==> src/rtl/pwm_bank_pkg.sv <==
package pwm_bank_pkg;
  typedef enum logic [1:0] {
    PIN_PWM_DIR = 2'd0,
    PIN_DIR_PWM = 2'd1,
    PIN_UP_DOWN = 2'd2,
    PIN_DENSITY = 2'd3
  } pin_mode_e;

  typedef enum logic [1:0] {
    WK_VALUE  = 2'd0,
    WK_MODE   = 2'd1,
    WK_RATE   = 2'd2,
    WK_ENABLE = 2'd3
  } wr_kind_e;

  localparam int MODE_W    = 6;
  localparam int DBUF_BIT  = 5;
  localparam int PMODE_LSB = 3;
  localparam int SIGN_BIT  = 31;
  localparam int MAG_LSB   = 16;
endpackage

==> src/rtl/pwm_tick_gen.sv <==
module pwm_tick_gen #(
  parameter int RATE_W = 16,
  parameter int CNT_W  = 12
) (
  input  logic              clk,
  input  logic              rst,
  input  logic [RATE_W-1:0] rate,
  output logic              tick,
  output logic [CNT_W-1:0]  cnt_q,
  output logic [CNT_W-1:0]  cnt_nxt
);
  logic [RATE_W-1:0] acc_q;
  logic [RATE_W:0]   sum;

  assign sum     = {1'b0, acc_q} + {1'b0, rate};
  assign tick    = sum[RATE_W];
  assign cnt_nxt = cnt_q + 1'b1;

  always_ff @(posedge clk) begin
    if (rst) begin
      acc_q <= '0;
      cnt_q <= '0;
    end else begin
      acc_q <= sum[RATE_W-1:0];
      if (tick) cnt_q <= cnt_nxt;
    end
  end
endmodule

==> src/rtl/pwm_regs.sv <==
module pwm_regs
  import pwm_bank_pkg::*;
#(
  parameter int NCH    = 4,
  parameter int MAXW   = 12,
  parameter int RATE_W = 16,
  localparam int CH_W  = (NCH > 1) ? $clog2(NCH) : 1
) (
  input  logic                         clk,
  input  logic                         rst,
  input  logic                         wr_en,
  input  logic [1:0]                   wr_kind,
  input  logic [CH_W-1:0]              wr_chan,
  input  logic [31:0]                  wr_data,
  output logic [NCH-1:0][MAXW-1:0]     mag_q,
  output logic [NCH-1:0]               sign_q,
  output logic [NCH-1:0][MODE_W-1:0]   mode_q,
  output logic [RATE_W-1:0]            rate_q,
  output logic [NCH-1:0]               en_q
);
  logic unused_wr_bits;
  assign unused_wr_bits = ^wr_data;

  always_ff @(posedge clk) begin
    if (rst) begin
      mag_q  <= '0;
      sign_q <= '0;
      mode_q <= '0;
      rate_q <= '0;
      en_q   <= '0;
    end else if (wr_en) begin
      unique case (wr_kind_e'(wr_kind))
        WK_VALUE: begin
          for (int i = 0; i < NCH; i++) begin
            if (wr_chan == CH_W'(i)) begin
              mag_q[i]  <= wr_data[MAG_LSB +: MAXW];
              sign_q[i] <= wr_data[SIGN_BIT];
            end
          end
        end
        WK_MODE: begin
          for (int i = 0; i < NCH; i++) begin
            if (wr_chan == CH_W'(i)) mode_q[i] <= wr_data[MODE_W-1:0];
          end
        end
        WK_RATE:   rate_q <= wr_data[RATE_W-1:0];
        WK_ENABLE: en_q   <= wr_data[NCH-1:0];
        default:   ;
      endcase
    end
  end
endmodule

==> src/rtl/pwm_chan.sv <==
module pwm_chan
  import pwm_bank_pkg::*;
#(
  parameter int MAXW = 12
) (
  input  logic              clk,
  input  logic              rst,
  input  logic              tick,
  input  logic [MAXW-1:0]   cnt_q,
  input  logic [MAXW-1:0]   cnt_nxt,
  input  logic [MAXW-1:0]   mag,
  input  logic              sign,
  input  logic [MODE_W-1:0] mode,
  input  logic              en,
  output logic [MAXW-1:0]   act_mag,
  output logic              pin_a,
  output logic              pin_b,
  output logic              en_n
);
  localparam int MINW = MAXW - 3;

  logic [MAXW-1:0] mask;
  logic            period_start;
  logic            act_sign;
  logic            pwm_on;
  logic            a_nxt, b_nxt;
  pin_mode_e       pmode;

  assign mask         = ~({MAXW{1'b1}} << (MINW + int'(mode[1:0])));
  assign period_start = tick && ((cnt_nxt & mask) == '0);
  assign pwm_on       = (cnt_q & mask) < (act_mag & mask);
  assign pmode        = pin_mode_e'(mode[PMODE_LSB +: 2]);

  always_ff @(posedge clk) begin
    if (rst) begin
      act_mag  <= '0;
      act_sign <= 1'b0;
    end else if (!mode[DBUF_BIT] || period_start) begin
      act_mag  <= mag;
      act_sign <= sign;
    end
  end

  always_comb begin
    unique case (pmode)
      PIN_PWM_DIR: begin a_nxt = pwm_on;             b_nxt = act_sign;          end
      PIN_DIR_PWM: begin a_nxt = act_sign;           b_nxt = pwm_on;            end
      PIN_UP_DOWN: begin a_nxt = pwm_on & ~act_sign; b_nxt = pwm_on & act_sign; end
      default:     begin a_nxt = 1'b0;               b_nxt = act_sign;          end
    endcase
    if (!en) begin
      a_nxt = 1'b0;
      b_nxt = 1'b0;
    end
  end

  always_ff @(posedge clk) begin
    if (rst) begin
      pin_a <= 1'b0;
      pin_b <= 1'b0;
      en_n  <= 1'b1;
    end else begin
      pin_a <= a_nxt;
      pin_b <= b_nxt;
      en_n  <= ~en;
    end
  end
endmodule

==> src/rtl/pwm_bank.sv <==
module pwm_bank
  import pwm_bank_pkg::*;
#(
  parameter int NCH    = 4,
  parameter int MAXW   = 12,
  parameter int RATE_W = 16,
  localparam int CH_W  = (NCH > 1) ? $clog2(NCH) : 1
) (
  input  logic            clk,
  input  logic            rst,
  input  logic            wr_en,
  input  logic [1:0]      wr_kind,
  input  logic [CH_W-1:0] wr_chan,
  input  logic [31:0]     wr_data,
  output logic [NCH-1:0]  pin_a,
  output logic [NCH-1:0]  pin_b,
  output logic [NCH-1:0]  en_n
);
  logic [NCH-1:0][MAXW-1:0]   mag_q;
  logic [NCH-1:0]             sign_q;
  logic [NCH-1:0][MODE_W-1:0] mode_q;
  logic [RATE_W-1:0]          rate_q;
  logic [NCH-1:0]             en_q;
  logic [NCH-1:0][MAXW-1:0]   act_mag;
  logic                       tick;
  logic [MAXW-1:0]            cnt_q;
  logic [MAXW-1:0]            cnt_nxt;

  pwm_regs #(.NCH(NCH), .MAXW(MAXW), .RATE_W(RATE_W)) u_regs (
    .clk(clk), .rst(rst), .wr_en(wr_en), .wr_kind(wr_kind), .wr_chan(wr_chan),
    .wr_data(wr_data), .mag_q(mag_q), .sign_q(sign_q), .mode_q(mode_q),
    .rate_q(rate_q), .en_q(en_q)
  );

  pwm_tick_gen #(.RATE_W(RATE_W), .CNT_W(MAXW)) u_tick (
    .clk(clk), .rst(rst), .rate(rate_q), .tick(tick), .cnt_q(cnt_q), .cnt_nxt(cnt_nxt)
  );

  for (genvar g = 0; g < NCH; g++) begin : g_chan
    pwm_chan #(.MAXW(MAXW)) u_chan (
      .clk(clk), .rst(rst), .tick(tick), .cnt_q(cnt_q), .cnt_nxt(cnt_nxt),
      .mag(mag_q[g]), .sign(sign_q[g]), .mode(mode_q[g]), .en(en_q[g]),
      .act_mag(act_mag[g]), .pin_a(pin_a[g]), .pin_b(pin_b[g]), .en_n(en_n[g])
    );
  end
endmodule

==> config.mk <==
export PLATFORM = sky130hd
export DESIGN_NAME = pwm_bank
export DESIGN_NICKNAME = d
export VERILOG_FILES = /design/src/rtl/pwm_bank_pkg.sv /design/src/rtl/pwm_tick_gen.sv /design/src/rtl/pwm_regs.sv /design/src/rtl/pwm_chan.sv /design/src/rtl/pwm_bank.sv
export SDC_FILE = /design/constraint.sdc
export NUM_CORES = 1
export LEC_CHECK = 0
export ABC_AREA = 0
export ABC_CLOCK_PERIOD_IN_PS = 2750
export BUFFER_PORTS_ARGS = -buffer_cell sky130_fd_sc_hd__buf_2
export CORE_ASPECT_RATIO = 1.5
export CORE_MARGIN = 2
export CORE_UTILIZATION = 46
export DETAILED_ROUTE_END_ITERATION = 16
export GPL_ROUTABILITY_DRIVEN = 0
export GPL_TIMING_DRIVEN = 0
export HOLD_SLACK_MARGIN = 0.03
export MAX_ROUTING_LAYER = met4
export PLACE_DENSITY = 0.65
export SKIP_CTS_REPAIR_TIMING = 1
export SYNTH_ARGS = -nofsm -noshare
export SYNTH_HDL_FRONTEND = slang
export SYNTH_SLANG_ARGS = --single-unit
==> constraint.sdc <==
create_clock -name clk -period 2.75 [get_ports clk]
set_clock_uncertainty 0.1 [all_clocks]
set_input_delay 0.55 -clock clk [delete_from_list [all_inputs] [get_ports clk]]
set_output_delay 0.55 -clock clk [all_outputs]
set_load 0.1 [all_outputs]
-- Word-level counts from Yosys, hierarchy flattened
Index checks and enable logic that the tools add are counted.
- flip-flop bits (word level): 188
- memories kept: 0
- input bits: 39
- RAM bits: 0
- latch bits: 0
- output and inout port bits: 12
- memory bits (read-only): 0
- multiplexer cells: 8
- bitwise operators: 32
- div/mod/pow operators: 0
- reduce and logical (&&, ||, !) cells: 36
- multiply operators: 0
- order comparisons: 4
- shifts and indexed selects: 4
- add/sub/neg operators: 6
- equality and inequality tests: 14
- operator list (cell ; count):
    12-bit bitwise AND ; 12
    12-bit by 32-bit << shifter with 12-bit output, first input constant ; 4
    12-bit zero test ; 4
    12-bit < comparator ; 4
    12-bit inverter ; 4
    3-bit AND reduction ; 8
    4-bit by 2-bit adder with 5-bit output, first input constant ; 4
    16-bit by 16-bit adder with 17-bit output ; 1
    2-bit equality test, second input constant ; 8
    12-bit by 1-bit adder with 12-bit output, second input constant ; 1
    2-bit by 1-bit equality test with 1-bit output, second input constant ; 6
    2-bit zero test ; 6
    1-bit one-hot mux with 3 select lines ; 4
    1-bit bitwise AND ; 8
    1-bit inverter ; 8
    1-bit one-hot mux with 2 select lines ; 4
    2-bit OR reduction ; 4
    1-bit logical AND ; 4
    1-bit zero test ; 4
    1-bit logical OR ; 4
    2-bit AND reduction ; 2

-- Longest topological paths before layout
- word-level depth: 7
- depth in mapped cells: 10
- mapped depth without buffers: 9

-- Hierarchy
A second synthesis with hierarchy kept.
- cells, all modules: 1090
- area total of the unflattened synthesis: 10251.1 um^2
- modules (own cells, without submodules) (module ; cells each ; area an instance (um^2) ; instances):
    pwm_chan ; 125 ; 1147.4 ; 4
    pwm_regs ; 364 ; 3779.9 ; 1
    pwm_tick_gen ; 226 ; 1881.8 ; 1

-- Worst setup path after synthesis
OpenSTA, ideal clock, no wires.
- path kind: register to register
- start point: reg u_regs.rate_q[0]
- end point: reg g_chan[0].u_chan.act_mag[10]
- required time: 2.522 ns
- setup time: 0.128 ns
- arrival time: 2.431 ns
- slack: 0.092 ns
- stages on the path, launching flop included: 11
- clock period less this slack: 2.658 ns
- path buffers: 1
- cells stage by stage: dfxtp_1 -> ha_1 -> fa_1 -> a211oi_1 -> o211ai_1 -> nand4_1 -> a311o_4 -> o31ai_4 -> buf_8 -> mux2i_1 -> nor2_1
- cells in the longest elaborated chain, start to end: 3
- RTL lines (what ; RTL line ; text):
    from (decl) ; pwm_regs.sv:18 ; output logic [RATE_W-1:0] rate_q,
    from (signal assigned) ; pwm_regs.sv:46 ; WK_RATE: rate_q <= wr_data[RATE_W-1:0];
    16-bit by 16-bit adder with 17-bit output ; pwm_tick_gen.sv:15 ; assign sum = {1'b0, acc_q} + {1'b0, rate};
    1-bit logical AND ; pwm_chan.sv:30 ; assign period_start = tick && ((cnt_nxt & mask) == '0);
    1-bit logical OR ; pwm_chan.sv:38 ; end else if (!mode[DBUF_BIT] || period_start) begin
    to (signal assigned) ; pwm_chan.sv:39 ; act_mag <= mag;
    to (decl) ; pwm_chan.sv:15 ; output logic [MAXW-1:0] act_mag,
Every way passes these cells.
A chain may end at the register's enable or synchronous reset.

-- Worst setup path after layout
- start point: reg u_regs.rate_q[0]
- end point: reg g_chan[2].u_chan.act_mag[6]
- cells in the longest elaborated chain, start to end: 3
- RTL lines (what ; RTL line):
    16-bit by 16-bit adder with 17-bit output ; pwm_tick_gen.sv:15
    1-bit logical AND ; pwm_chan.sv:30
    1-bit logical OR ; pwm_chan.sv:38
    to (signal assigned) ; pwm_chan.sv:39
    to (decl) ; pwm_chan.sv:15
Every way passes these cells.

==> out/qor.csv <==
stage,metric,value,unit
outcome,status,finished with violations,
outcome,failed_checks,setup timing,
timing,period_needed,2.83,ns
drt,ant_nets,0,
clock_network,clock_sinks,184,
yosys,ys_seq_elements,184,
drt,num_vias,7325,
global_routing,grt_pass1_vias,7030,
yosys,synthCells,1042,
drt,vias_per_cell,5.26,
power,pwr-share-comb,6.0,%
floorplanning,die_h,177,um
placement,dpl.hpwl,16700,um
cells_and_area,drive_above_1_share,13.3,%
critical_path,crit_chain,ha_4 -> fa_2 -> a211oi_4 -> o211ai_1 -> nand4_1 -> a311o_4 -> o31ai_4 -> buf_4 -> mux2i_1 -> nor2_1,
cells_and_area,final_core_utilization,53.9,%
power,p_int,4.37,mW
power,swShare,23.4,%
timing,setup_viol,31,
floorplanning,std_cell_rows,63,
critical_path,critPathMaxStageDelay,0.44,ns
drt,first_pass_iters,5,
timing,tightest_slew,0.869,ns
drt,top_layer_used,met4,
flow_run,cap_violations,0,
yosys,synth_cell_type_count,57,
cells_and_area,area_delta_synth_final,15.4,%
power,power.share.sequential,48.0,%
clock_network,htree_levels,4,
yosys,ys.flop_type,dfxtp_1,
timing,slew_viol_final,0,
power,peakVddDrop,0.448,mV
power,p_leak,4.63,nW
cells_and_area,final_common_cell,dfxtp_1,
drt,routedWlPerCell,16.4,um
yosys,syn_nets,1160,
floorplanning,start_util,46.7,%
yosys,syn_area,0.00917,sq mm
yosys,synthArstFlopShare,0,%
timing,fin_ws,-0.0806,ns
drt,drc,0,
yosys,syn_area_per_cell,8.80,sq um
clock_network,cts_buffer_depth,2,
drt,drt-initial-drc-count,466,
power,clockPowerShare,46.0,%
critical_path,required,2.96,ns
clock_network,insertion_delay,0.44,ns
drt,wl_met1,9490,um
yosys,synth_edf_count,0,
drt,drt_wl_total,22800,um
timing,period_share,103,%
drt,route.met3.wl,668,um
global_routing,grt_pass1_wl,35900,um
power,power.density,539,mW/mm^2
global_routing,grt_use_total,22.7,%
timing,hold_ws,0.244,ns
critical_path,slowest_stage,a311o_4,
clock_network,path_clk_slew,0.07,ns
timing,clock.fmax,353,MHz
global_routing,antenna_found_initial,0,
critical_path,critPathKind,reg -> reg,
cells_and_area,fin_nets,1237,
floorplanning,ios,51,
clock_network,cts-root-buf,clkbuf_16,
yosys,synth.yosys.warnings,0,
yosys,ys_seq_area_share,40.2,%
timing,rsz0062_at_grt,true,
global_routing,grt_max_degree,17,
drt,wl_met2,12100,um
clock_network,cts_tree,built,
critical_path,cp-end-kind,flop,
cells_and_area,nFillCells,1818,
global_routing,grt_overflow,0,
placement,portBuffers,46,
critical_path,cp_max_fo,5,
timing,slew-limit-headroom,42.1,%
cells_and_area,multi_input_area,0.00498,sq mm
power,power.switching,1.34,mW
floorplanning,dieArea,0.0211,sq mm
cells_and_area,ff_latch_area,0.00369,sq mm
cells_and_area,final_cell_mix,"175 x dfxtp_1, 140 x nand2_1, 126 x nor2_1, 90 x mux2i_1, 87 x a21oi_1",
floorplanning,design.core.area,0.0196,sq mm
critical_path,start_kind,flop,
clock_network,cts_made_buffers,17,
cells_and_area,diodes,0,
critical_path,worst_ep_arrival_time,3.04,ns
worst_hold_path,min_path_type,in -> reg,
floorplanning,die_width,119,um
timing,hold_violations,0,
[synthesized netlist by cell type (11+ instances only)]
cell      instances  share of area (%)
dfxtp_1         184                 40
nand2_1         140                5.7
nor2_1          126                5.2
mux2i_1          90                9.8
a21oi_1          87                4.7
ha_1             78                 11
inv_1            53                2.2
clkbuf_1         37                1.5
o21ai_0          26                1.4
nand3_1          19                1.0
a21o_1           16                1.3
xnor2_1          16                1.5
nor2b_1          14               0.96
buf_4            12               0.98
a31oi_1          11               0.75
[metal layers]
metal	track usage [%]	vias to the layer above
met1	24.3	3494
met2	41.7	111
met4	8.38	0
li1	-	3687
met5	-	-
met3	3.80	33
[cells by family (layout without fill, tap and decap cells)]
logic type | Yosys count | after routing | share of synthesized area, %
simple gates | 364 | 364 | 17.7
mux | 90 | 90 | 9.83
xor+xnor | 26 | 26 | 2.48
buf+inv | 115 | 205 | 6.22
fa+ha+maj | 79 | 79 | 10.9
compound gates | 184 | 184 | 12.7
flops | 184 | 184 | 40.2
[power groups by stage]
| stage | Sequential, mW | Clock (mW) | Combinational [mW] |
|---|---|---|---|
| 2_1_floorplan | 2.79 | 0 | 0.205 |
| 3_3_place_gp | 2.79 | 0 | 0.326 |
| 3_5_place_dp | 2.79 | 0 | 0.331 |
| 4_1_cts | 2.73 | 2.66 | 0.335 |
| 5_1_grt | 2.74 | 2.77 | 0.377 |
| 6_report | 2.74 | 2.62 | 0.344 |
[cell type report]
cell class                 instances  share of cell area (%)
buffer                            60                    3.48
clock buffer                      19                    4.09
clock inverter                    13                    1.82
inverter                          53                    1.88
multi-input combinational        743                    47.0
sequential                       184                    34.9
tap                              260                    3.07
timing repair buffer              60                    3.69
[registers in the layout (all words and copies together), names as in the netlist]
register / flops
g_chan.u_chan.act_sign: 4
g_chan.u_chan.pin_a: 4
g_chan.u_chan.act_mag: 48
u_tick.acc_q: 16
u_regs.mode_q: 20
g_chan.u_chan.en_n: 4
u_regs.rate_q: 16
u_regs.mag_q: 48
u_tick.cnt_q: 12
g_chan.u_chan.pin_b: 4
u_regs.en_q: 4
u_regs.sign_q: 4
[critical path, delay by kind of cell (launching register included)]
family,cells,cell delay [ns]
flops,1,0.35
compound gates,4,1.14
buf+inv,1,0.24
mux,1,0.20
simple gates,2,0.27
fa+ha+maj,2,0.39
[per-stage QoR]
| step | worst slack [ns] | cell area, sq um | std cells | total power, mW | TNS (ns) |
|---|---|---|---|---|---|
| global route | -0.185 | 10600 | 1392 | 5.89 | -6.19 |
| detailed placement | -0.413 | 9720 | 1348 | 3.13 | -18.82 |
| floorplan | 0.0915 | 9170 | 1042 | 2.99 | 0 |
| finish | -0.0806 | 10600 | 1392 | 5.70 | -0.726 |
| global placement | -0.419 | 9720 | 1348 | 3.12 | -18.92 |
| CTS | -0.440 | 10300 | 1380 | 5.72 | -20.63 |
[final timing paths]
| kind | startpoint | to | slack, ns | cells past startpoint |
|---|---|---|---|---|
| worst max-delay path | u_regs.rate_q[0]$_SDFFE_PP0P_ | g_chan[2].u_chan.act_mag[6]$_SDFFE_PP0P_ | -0.08 | 10 |
| worst min-delay path | wr_data[12] | u_regs.rate_q[12]$_SDFFE_PP0P_ | 0.24 | 3 |
| worst min register to register | u_regs.mag_q[43]$_SDFFE_PP0P_ | u_regs.mag_q[43]$_SDFFE_PP0P_ | 0.36 | 2 |
| worst max register to register | u_regs.rate_q[0]$_SDFFE_PP0P_ | g_chan[2].u_chan.act_mag[6]$_SDFFE_PP0P_ | -0.08 | 10 |
(Power assumes the default switching activity.)
